File: src/rtl/mdio_pkg.sv
package mdio_pkg;
  typedef enum logic [2:0] {
    SEL_DIV    = 3'd0,
    SEL_CMD    = 3'd1,
    SEL_ADDR   = 3'd2,
    SEL_WDATA  = 3'd3,
    SEL_RDATA  = 3'd4,
    SEL_STATUS = 3'd5
  } regSel_e;

  // strobes from the sequencer to the datapath
  typedef struct packed {
    logic load;    // accept a command and build the frame
    logic shift;   // advance to the next frame bit
    logic sample;  // capture MDIO during the read data phase
    logic finish;  // last bit period ends
  } mdioStrobe_t;

  localparam int CMD_READ_BIT  = 1;
  localparam int CMD_WRITE_BIT = 2;
endpackage

File: src/rtl/mdio_ctrl.sv
module mdio_ctrl
  import mdio_pkg::*;
#(
  parameter int DIV_W      = 8,
  parameter int FRAME_LEN  = 64,
  parameter int OE_REL_IDX = 46,
  parameter int SAMPLE_IDX = 48
) (
  input  logic             clk,
  input  logic             rstN,
  input  logic             startReq,
  input  logic             startRead,
  input  logic [DIV_W-1:0] divider,
  output mdioStrobe_t      strobe,
  output logic             busy,
  output logic             mdc,
  output logic             mdioOe
);
  localparam int IDX_W = $clog2(FRAME_LEN);

  logic [DIV_W-1:0] divLat, cnt, halfDiv, divEff;
  logic [IDX_W-1:0] bitIdx;
  logic             isRead;
  logic             endPeriod, lastBit, riseNow;

  always_comb begin
    divEff    = (divider < DIV_W'(2)) ? DIV_W'(2) : divider;
    halfDiv   = divLat >> 1;
    endPeriod = busy && (cnt == divLat - DIV_W'(1));
    riseNow   = busy && (cnt == halfDiv - DIV_W'(1));
    lastBit   = (bitIdx == IDX_W'(FRAME_LEN - 1));
    strobe.load   = startReq && !busy;
    strobe.shift  = endPeriod && !lastBit;
    strobe.finish = endPeriod && lastBit;
    strobe.sample = riseNow && isRead && (bitIdx >= IDX_W'(SAMPLE_IDX));
    mdioOe        = busy && (!isRead || (bitIdx < IDX_W'(OE_REL_IDX)));
  end

  always_ff @(posedge clk) begin
    if (!rstN) begin
      busy   <= 1'b0;
      cnt    <= '0;
      bitIdx <= '0;
      isRead <= 1'b0;
      mdc    <= 1'b0;
      divLat <= DIV_W'(2);
    end else if (strobe.load) begin
      busy   <= 1'b1;
      cnt    <= '0;
      bitIdx <= '0;
      isRead <= startRead;
      mdc    <= 1'b0;
      divLat <= divEff;
    end else if (busy) begin
      if (endPeriod) begin
        cnt <= '0;
        mdc <= 1'b0;
        if (lastBit) busy <= 1'b0;
        else         bitIdx <= bitIdx + IDX_W'(1);
      end else begin
        cnt <= cnt + DIV_W'(1);
        if (riseNow) mdc <= 1'b1;
      end
    end
  end
endmodule

File: src/rtl/mdio_dpath.sv
module mdio_dpath
  import mdio_pkg::*;
#(
  parameter int DIV_W     = 8,
  parameter int DIV_RESET = 100,
  parameter int DATA_W    = 16,
  parameter int ADDR_W    = 5,
  parameter int PRE_LEN   = 32,
  parameter int REG_SHIFT = 8
) (
  input  logic              clk,
  input  logic              rstN,
  input  logic [2:0]        regSel,
  input  logic              regWrEn,
  input  logic [DATA_W-1:0] regWrData,
  output logic [DATA_W-1:0] regRdData,
  input  mdioStrobe_t       strobe,
  input  logic              busy,
  input  logic              mdioIn,
  output logic              startReq,
  output logic              startRead,
  output logic [DIV_W-1:0]  divider,
  output logic              mdioOut
);
  localparam int FRAME_LEN = PRE_LEN + 6 + 2 * ADDR_W + DATA_W;

  logic [2:0]           cmdReg;
  logic [ADDR_W-1:0]    phyAddr, regAddr;
  logic [DATA_W-1:0]    wdataReg, rdataReg, capture;
  logic [FRAME_LEN-1:0] frame;
  logic                 wrDiv, wrCmd, wrAddr, wrData;

  always_comb begin
    wrDiv     = regWrEn && (regSel == SEL_DIV);
    wrCmd     = regWrEn && (regSel == SEL_CMD);
    wrAddr    = regWrEn && (regSel == SEL_ADDR);
    wrData    = regWrEn && (regSel == SEL_WDATA);
    startRead = regWrData[CMD_READ_BIT];
    startReq  = wrCmd && (regWrData[CMD_READ_BIT] || regWrData[CMD_WRITE_BIT]);
    mdioOut   = busy ? frame[FRAME_LEN-1] : 1'b1;
  end

  always_ff @(posedge clk) begin
    if (!rstN) begin
      divider  <= DIV_W'(DIV_RESET);
      cmdReg   <= '0;
      phyAddr  <= '0;
      regAddr  <= '0;
      wdataReg <= '0;
    end else begin
      if (wrDiv)  divider  <= regWrData[DIV_W-1:0];
      if (wrCmd)  cmdReg   <= regWrData[2:0];
      if (wrAddr) begin
        phyAddr <= regWrData[ADDR_W-1:0];
        regAddr <= regWrData[REG_SHIFT +: ADDR_W];
      end
      if (wrData) wdataReg <= regWrData;
    end
  end

  // frame shift register and read capture
  always_ff @(posedge clk) begin
    if (!rstN) begin
      frame    <= '0;
      capture  <= '0;
      rdataReg <= '0;
    end else begin
      if (strobe.load)
        frame <= {{PRE_LEN{1'b1}}, 2'b01,
                  (startRead ? 2'b10 : 2'b01),
                  phyAddr, regAddr, 2'b10, wdataReg};
      else if (strobe.shift)
        frame <= {frame[FRAME_LEN-2:0], 1'b0};
      if (strobe.sample) capture <= {capture[DATA_W-2:0], mdioIn};
      if (strobe.finish) rdataReg <= capture;
    end
  end

  always_comb begin
    regRdData = '0;
    unique case (regSel)
      SEL_DIV:    regRdData[DIV_W-1:0] = divider;
      SEL_CMD:    regRdData[2:0] = cmdReg;
      SEL_ADDR: begin
        regRdData[ADDR_W-1:0]         = phyAddr;
        regRdData[REG_SHIFT +: ADDR_W] = regAddr;
      end
      SEL_WDATA:  regRdData = wdataReg;
      SEL_RDATA:  regRdData = rdataReg;
      SEL_STATUS: regRdData[0] = busy;
      default:    regRdData = '0;
    endcase
  end
endmodule

File: src/rtl/mdio_master.sv
module mdio_master
  import mdio_pkg::*;
#(
  parameter int DIV_W     = 8,
  parameter int DIV_RESET = 100,
  parameter int DATA_W    = 16,
  parameter int PRE_LEN   = 32
) (
  input  logic              clk,
  input  logic              rstN,
  input  logic [2:0]        regSel,
  input  logic              regWrEn,
  input  logic [DATA_W-1:0] regWrData,
  output logic [DATA_W-1:0] regRdData,
  output logic              mdc,
  output logic              mdioOut,
  output logic              mdioOe,
  input  logic              mdioIn
);
  localparam int ADDR_W     = 5;
  localparam int FRAME_LEN  = PRE_LEN + 6 + 2 * ADDR_W + DATA_W;
  localparam int OE_REL_IDX = PRE_LEN + 4 + 2 * ADDR_W;
  localparam int SAMPLE_IDX = OE_REL_IDX + 2;

  mdioStrobe_t      strobe;
  logic             busy, startReq, startRead;
  logic [DIV_W-1:0] divider;

  mdio_ctrl #(
    .DIV_W(DIV_W), .FRAME_LEN(FRAME_LEN),
    .OE_REL_IDX(OE_REL_IDX), .SAMPLE_IDX(SAMPLE_IDX)
  ) u_ctrl (
    .clk(clk), .rstN(rstN), .startReq(startReq), .startRead(startRead),
    .divider(divider), .strobe(strobe), .busy(busy), .mdc(mdc),
    .mdioOe(mdioOe)
  );

  mdio_dpath #(
    .DIV_W(DIV_W), .DIV_RESET(DIV_RESET), .DATA_W(DATA_W),
    .ADDR_W(ADDR_W), .PRE_LEN(PRE_LEN), .REG_SHIFT(8)
  ) u_dpath (
    .clk(clk), .rstN(rstN), .regSel(regSel), .regWrEn(regWrEn),
    .regWrData(regWrData), .regRdData(regRdData), .strobe(strobe),
    .busy(busy), .mdioIn(mdioIn), .startReq(startReq),
    .startRead(startRead), .divider(divider), .mdioOut(mdioOut)
  );
endmodule

File: config.mk
export PLATFORM = sky130hd
export DESIGN_NAME = mdio_master
export DESIGN_NICKNAME = d
export VERILOG_FILES = /design/src/rtl/mdio_pkg.sv /design/src/rtl/mdio_ctrl.sv /design/src/rtl/mdio_dpath.sv /design/src/rtl/mdio_master.sv
export SDC_FILE = /design/constraint.sdc
export NUM_CORES = 1
export LEC_CHECK = 0
export BUFFER_PORTS_ARGS = -buffer_cell sky130_fd_sc_hd__buf_4
export CAP_MARGIN = 0
export CORE_ASPECT_RATIO = 0.5
export CORE_MARGIN = 2
export CORE_UTILIZATION = 40
export DETAILED_ROUTE_END_ITERATION = 8
export PLACE_DENSITY = 0.67
export SLEW_MARGIN = 20
export SYNTH_ARGS = -nofsm -noshare
export SYNTH_HDL_FRONTEND = slang
export SYNTH_SLANG_ARGS = --single-unit
File: constraint.sdc
create_clock -name clk -period 2.5 [get_ports clk]
set_clock_uncertainty 0.1 [all_clocks]
set_input_delay 0.25 -clock clk [delete_from_list [all_inputs] [get_ports clk]]
set_output_delay 0.25 -clock clk [all_outputs]
set_load 0.005 [all_outputs]
==> reports/results.ini <==
[synth]
netlist_area_mm2=0.00710
synth_simple_gate_area_share_pct=20.1
synth-seq-area-share_pct=44.6
synth_nets=864
postSynthAreaPerCell_um2=8.48
synth-edff-count=0
synthMuxAreaShare_pct=4.58
async_reset_ff_share_pct=0
synth_top_family_by_area=compound AO/OA/AOI/OAI gates
ys_warn_count=0
synth_compound_area_share_pct=21.4
syn_inst=837
synth_cell_types=60
synth-seq-cells=158
yosys.area_share.adder_pct=0.705
synth_ff_type=dfxtp_1
synth_xor_xnor_area_share_pct=3.21

[sta]
fin_crit_ns=2.52
setup_viol=4
timing.final.ws_setup_ns=-0.0231
rsz0062_at_grt=true
fmax_mhz=396
maxSlewViolCount=0
hold_violations=0
holdWs_ns=0.0173
final.period_utilization_pct=101
relSlewSlack_pct=62.8
worst_pin_slew_ns=0.557

[setup_path]
regToRegStartpoint=u_ctrl.divLat[1]
crit_type=register to register
crit_path_end_kind=register
reg2reg_depth=8
cp_max_fo=5
rrSetupSlack_ns=-0.02
crit_required_ns=2.76
r2r_end=u_ctrl.bitIdx[3]
cp.arrival_ns=2.78
startpoint_type=register

[hold_path]
min-delay-start=regWrData[0]
whs_endpoint=u_dpath.wdataReg[0]
hold_depth=3
holdCritPathClass=input pin to register

[grt]
antenna_found_initial=0
grt_pass1_wl_um=27900
grt_overflow=0
grt.total_usage_pct=18.6
grt_busiest_layer=met2
grt_util_met2_pct=29.6
gr-usage-met3_pct=3.31
grt_pass1_vias=5625
use_met1_pct=25.8
grt_start_max_net_pins=71

[pwr]
power_density_mw_per_mm2=631
totalPowerFinal_mw=5.46
ir_drop_mv=0.498
power_leakage_nw=3.59

[clocking]
clk_pin_slew_ns=0.07
clock-sinks=158
root_buffer=clkbuf_16
h-tree-depth=4
cts_tree=yes
clockBufferDepth=2
cts_made_buffers=17
clock_latency_ns=0.42

[layout]
layout_commonest_cell=nand2_1
n_antenna_cell=0
nets=904
syn2layout_area_growth_pct=22.0
final_cell_mix=nand2_1 (167), dfxtp_1 (156), buf_4 (64)
drive_above_1_share_pct=15.4

[routing]
route.detailed.drc=0
via_per_inst=5.34
first_pass_iters=5
wl_per_cell_um=15.2
vias=6000
wl_um=17100
ant_nets=0
drt-initial-drc-count=518

[floorplan]
core-area_mm2=0.0174
die_area_mm2=0.0189
die_y_um=98.2
fp-row-count=34
io_pins=42
initial_utilization_pct=40.9
die_x_um=192

[run_status]
violations=setup timing
status=complete, but fails checks

[place]
gp_congestion=0.822
hpwl_um=11000
io_buffers=41

[flow_run]
drv_cap=0

==> cell usage after synthesis (3+ instances only) <==
library cell	count	area share, %
a22o_1	3	0.37
buf_1	4	0.21
o21a_1	8	0.85
or4_1	4	0.42
xnor2_1	13	1.6
and3_1	10	0.88
and2_1	3	0.26
nor2_1	53	2.8
mux2i_1	28	3.9
ha_1	4	0.71
nand2_1	167	8.8
a21oi_1	13	0.92
dfxtp_1	158	45
buf_2	10	0.71
o2bb2a_1	10	1.4
o21ai_1	19	1.3
o21ai_0	24	1.7
nand4_1	4	0.35
o31ai_1	4	0.42
o221ai_1	9	1.1
o211a_1	35	4.9
a22oi_1	8	0.85
nand3_1	47	3.3
inv_1	26	1.4
a21boi_1	34	3.6
a31oi_1	8	0.71
or3_1	3	0.26
nor3_1	3	0.21
clkbuf_1	52	2.8
nor2b_1	8	0.71
xor2_1	13	1.6
a21boi_0	16	1.7
==> report_power, final <==
part           switching (mW)  internal [mW]  total, mW
Clock                    1.21           1.34       2.55
Sequential             0.0305           2.56       2.59
Combinational           0.173          0.149      0.322
Total                    1.41           4.05       5.46
==> through the flow <==
stage	setup TNS, ns	area (um2)	instances	worst slack [ns]	util [%]
2_1_floorplan	-0.0000764	7120	837	-0.0000764	-
3_3_place_gp	-0.522	7770	1072	-0.0363	44.8
3_5_place_dp	-1.26	7770	1072	-0.0806	44.8
4_1_cts	-0.0134	8540	1120	-0.00711	49.2
5_1_grt	-4.78	8650	1124	-0.140	49.9
6_report	-0.0311	8650	1124	-0.0231	49.9
==> layout make-up <==
cell class | instances | area [um2]
clock buffer | 17 | 425
clock inverter | 15 | 168
fill | 1571 | 8700
inverter | 26 | 97.6
multi-input combinational | 585 | 3660
sequential | 158 | 3170
tap | 234 | 293
timing repair buffer | 89 | 846
==> cell families (layout without fill, tap and decap cells) <==
| family | Yosys count | count (layout) |
|---|---|---|
| simple gates | 320 | 321 |
| compound gates | 203 | 203 |
| flops | 158 | 158 |
| buf+inv | 95 | 147 |
| mux | 31 | 31 |
| xor+xnor | 26 | 26 |
| fa+ha+maj | 4 | 4 |
==> worst max path at each step <==
stage	slack, ns	from	cells after the start	endpoint
2_1_floorplan	-0.00008	u_ctrl.divLat[1]	9	u_ctrl.bitIdx[2]
3_3_place_gp	-0.04	u_ctrl.divLat[1]	9	u_dpath.frame[22]
3_5_place_dp	-0.08	u_ctrl.divLat[2]	9	u_dpath.frame[22]
4_1_cts	-0.007	u_ctrl.divLat[2]	8	u_ctrl.bitIdx[3]
5_1_grt	-0.14	u_ctrl.divLat[1]	10	u_dpath.frame[22]
6_report	-0.02	u_ctrl.divLat[1]	8	u_ctrl.bitIdx[3]
==> per-layer routing <==
metal	wire [um]	part of all wire, %
met1	8410	49
met2	7820	46
met3	678	4.0
met4	210	1.2
met5	0	0
==> sequential cells by signal, summed over array words and instances, names as in the netlist <==
signal,flops
u_ctrl.mdc,1
u_dpath.divider,8
u_ctrl.cnt,8
u_dpath.phyAddr,5
u_dpath.cmdReg,3
u_dpath.frame,64
u_dpath.wdataReg,16
u_ctrl.busy,1
u_dpath.rdataReg,16
u_ctrl.bitIdx,6
u_ctrl.divLat,8
u_dpath.regAddr,5
u_ctrl.isRead,1
u_dpath.capture,16
==> critical path, cell delays in order (launching register included) <==
cell and delay, ns:
dfxtp_2 0.33, inv_2 0.08, ha_4 0.13, or4b_4 0.49, or3_4 0.37, a21oi_4 0.20, nand3_4 0.14, or4_1 0.48
a21oi_1 0.15
==> timing repair <==
item | CTS | global route
pin swaps | 4 | 3
cloned | 2 | 1
setup buffers | 1 | 3
setup endpoints to repair | 21 | 91
hold buffers | 13 | 0
resized for setup | 3 | 16
endpoints found under the hold margin | 19 | 0
Note: power is estimated with default switching activity, not from simulation.
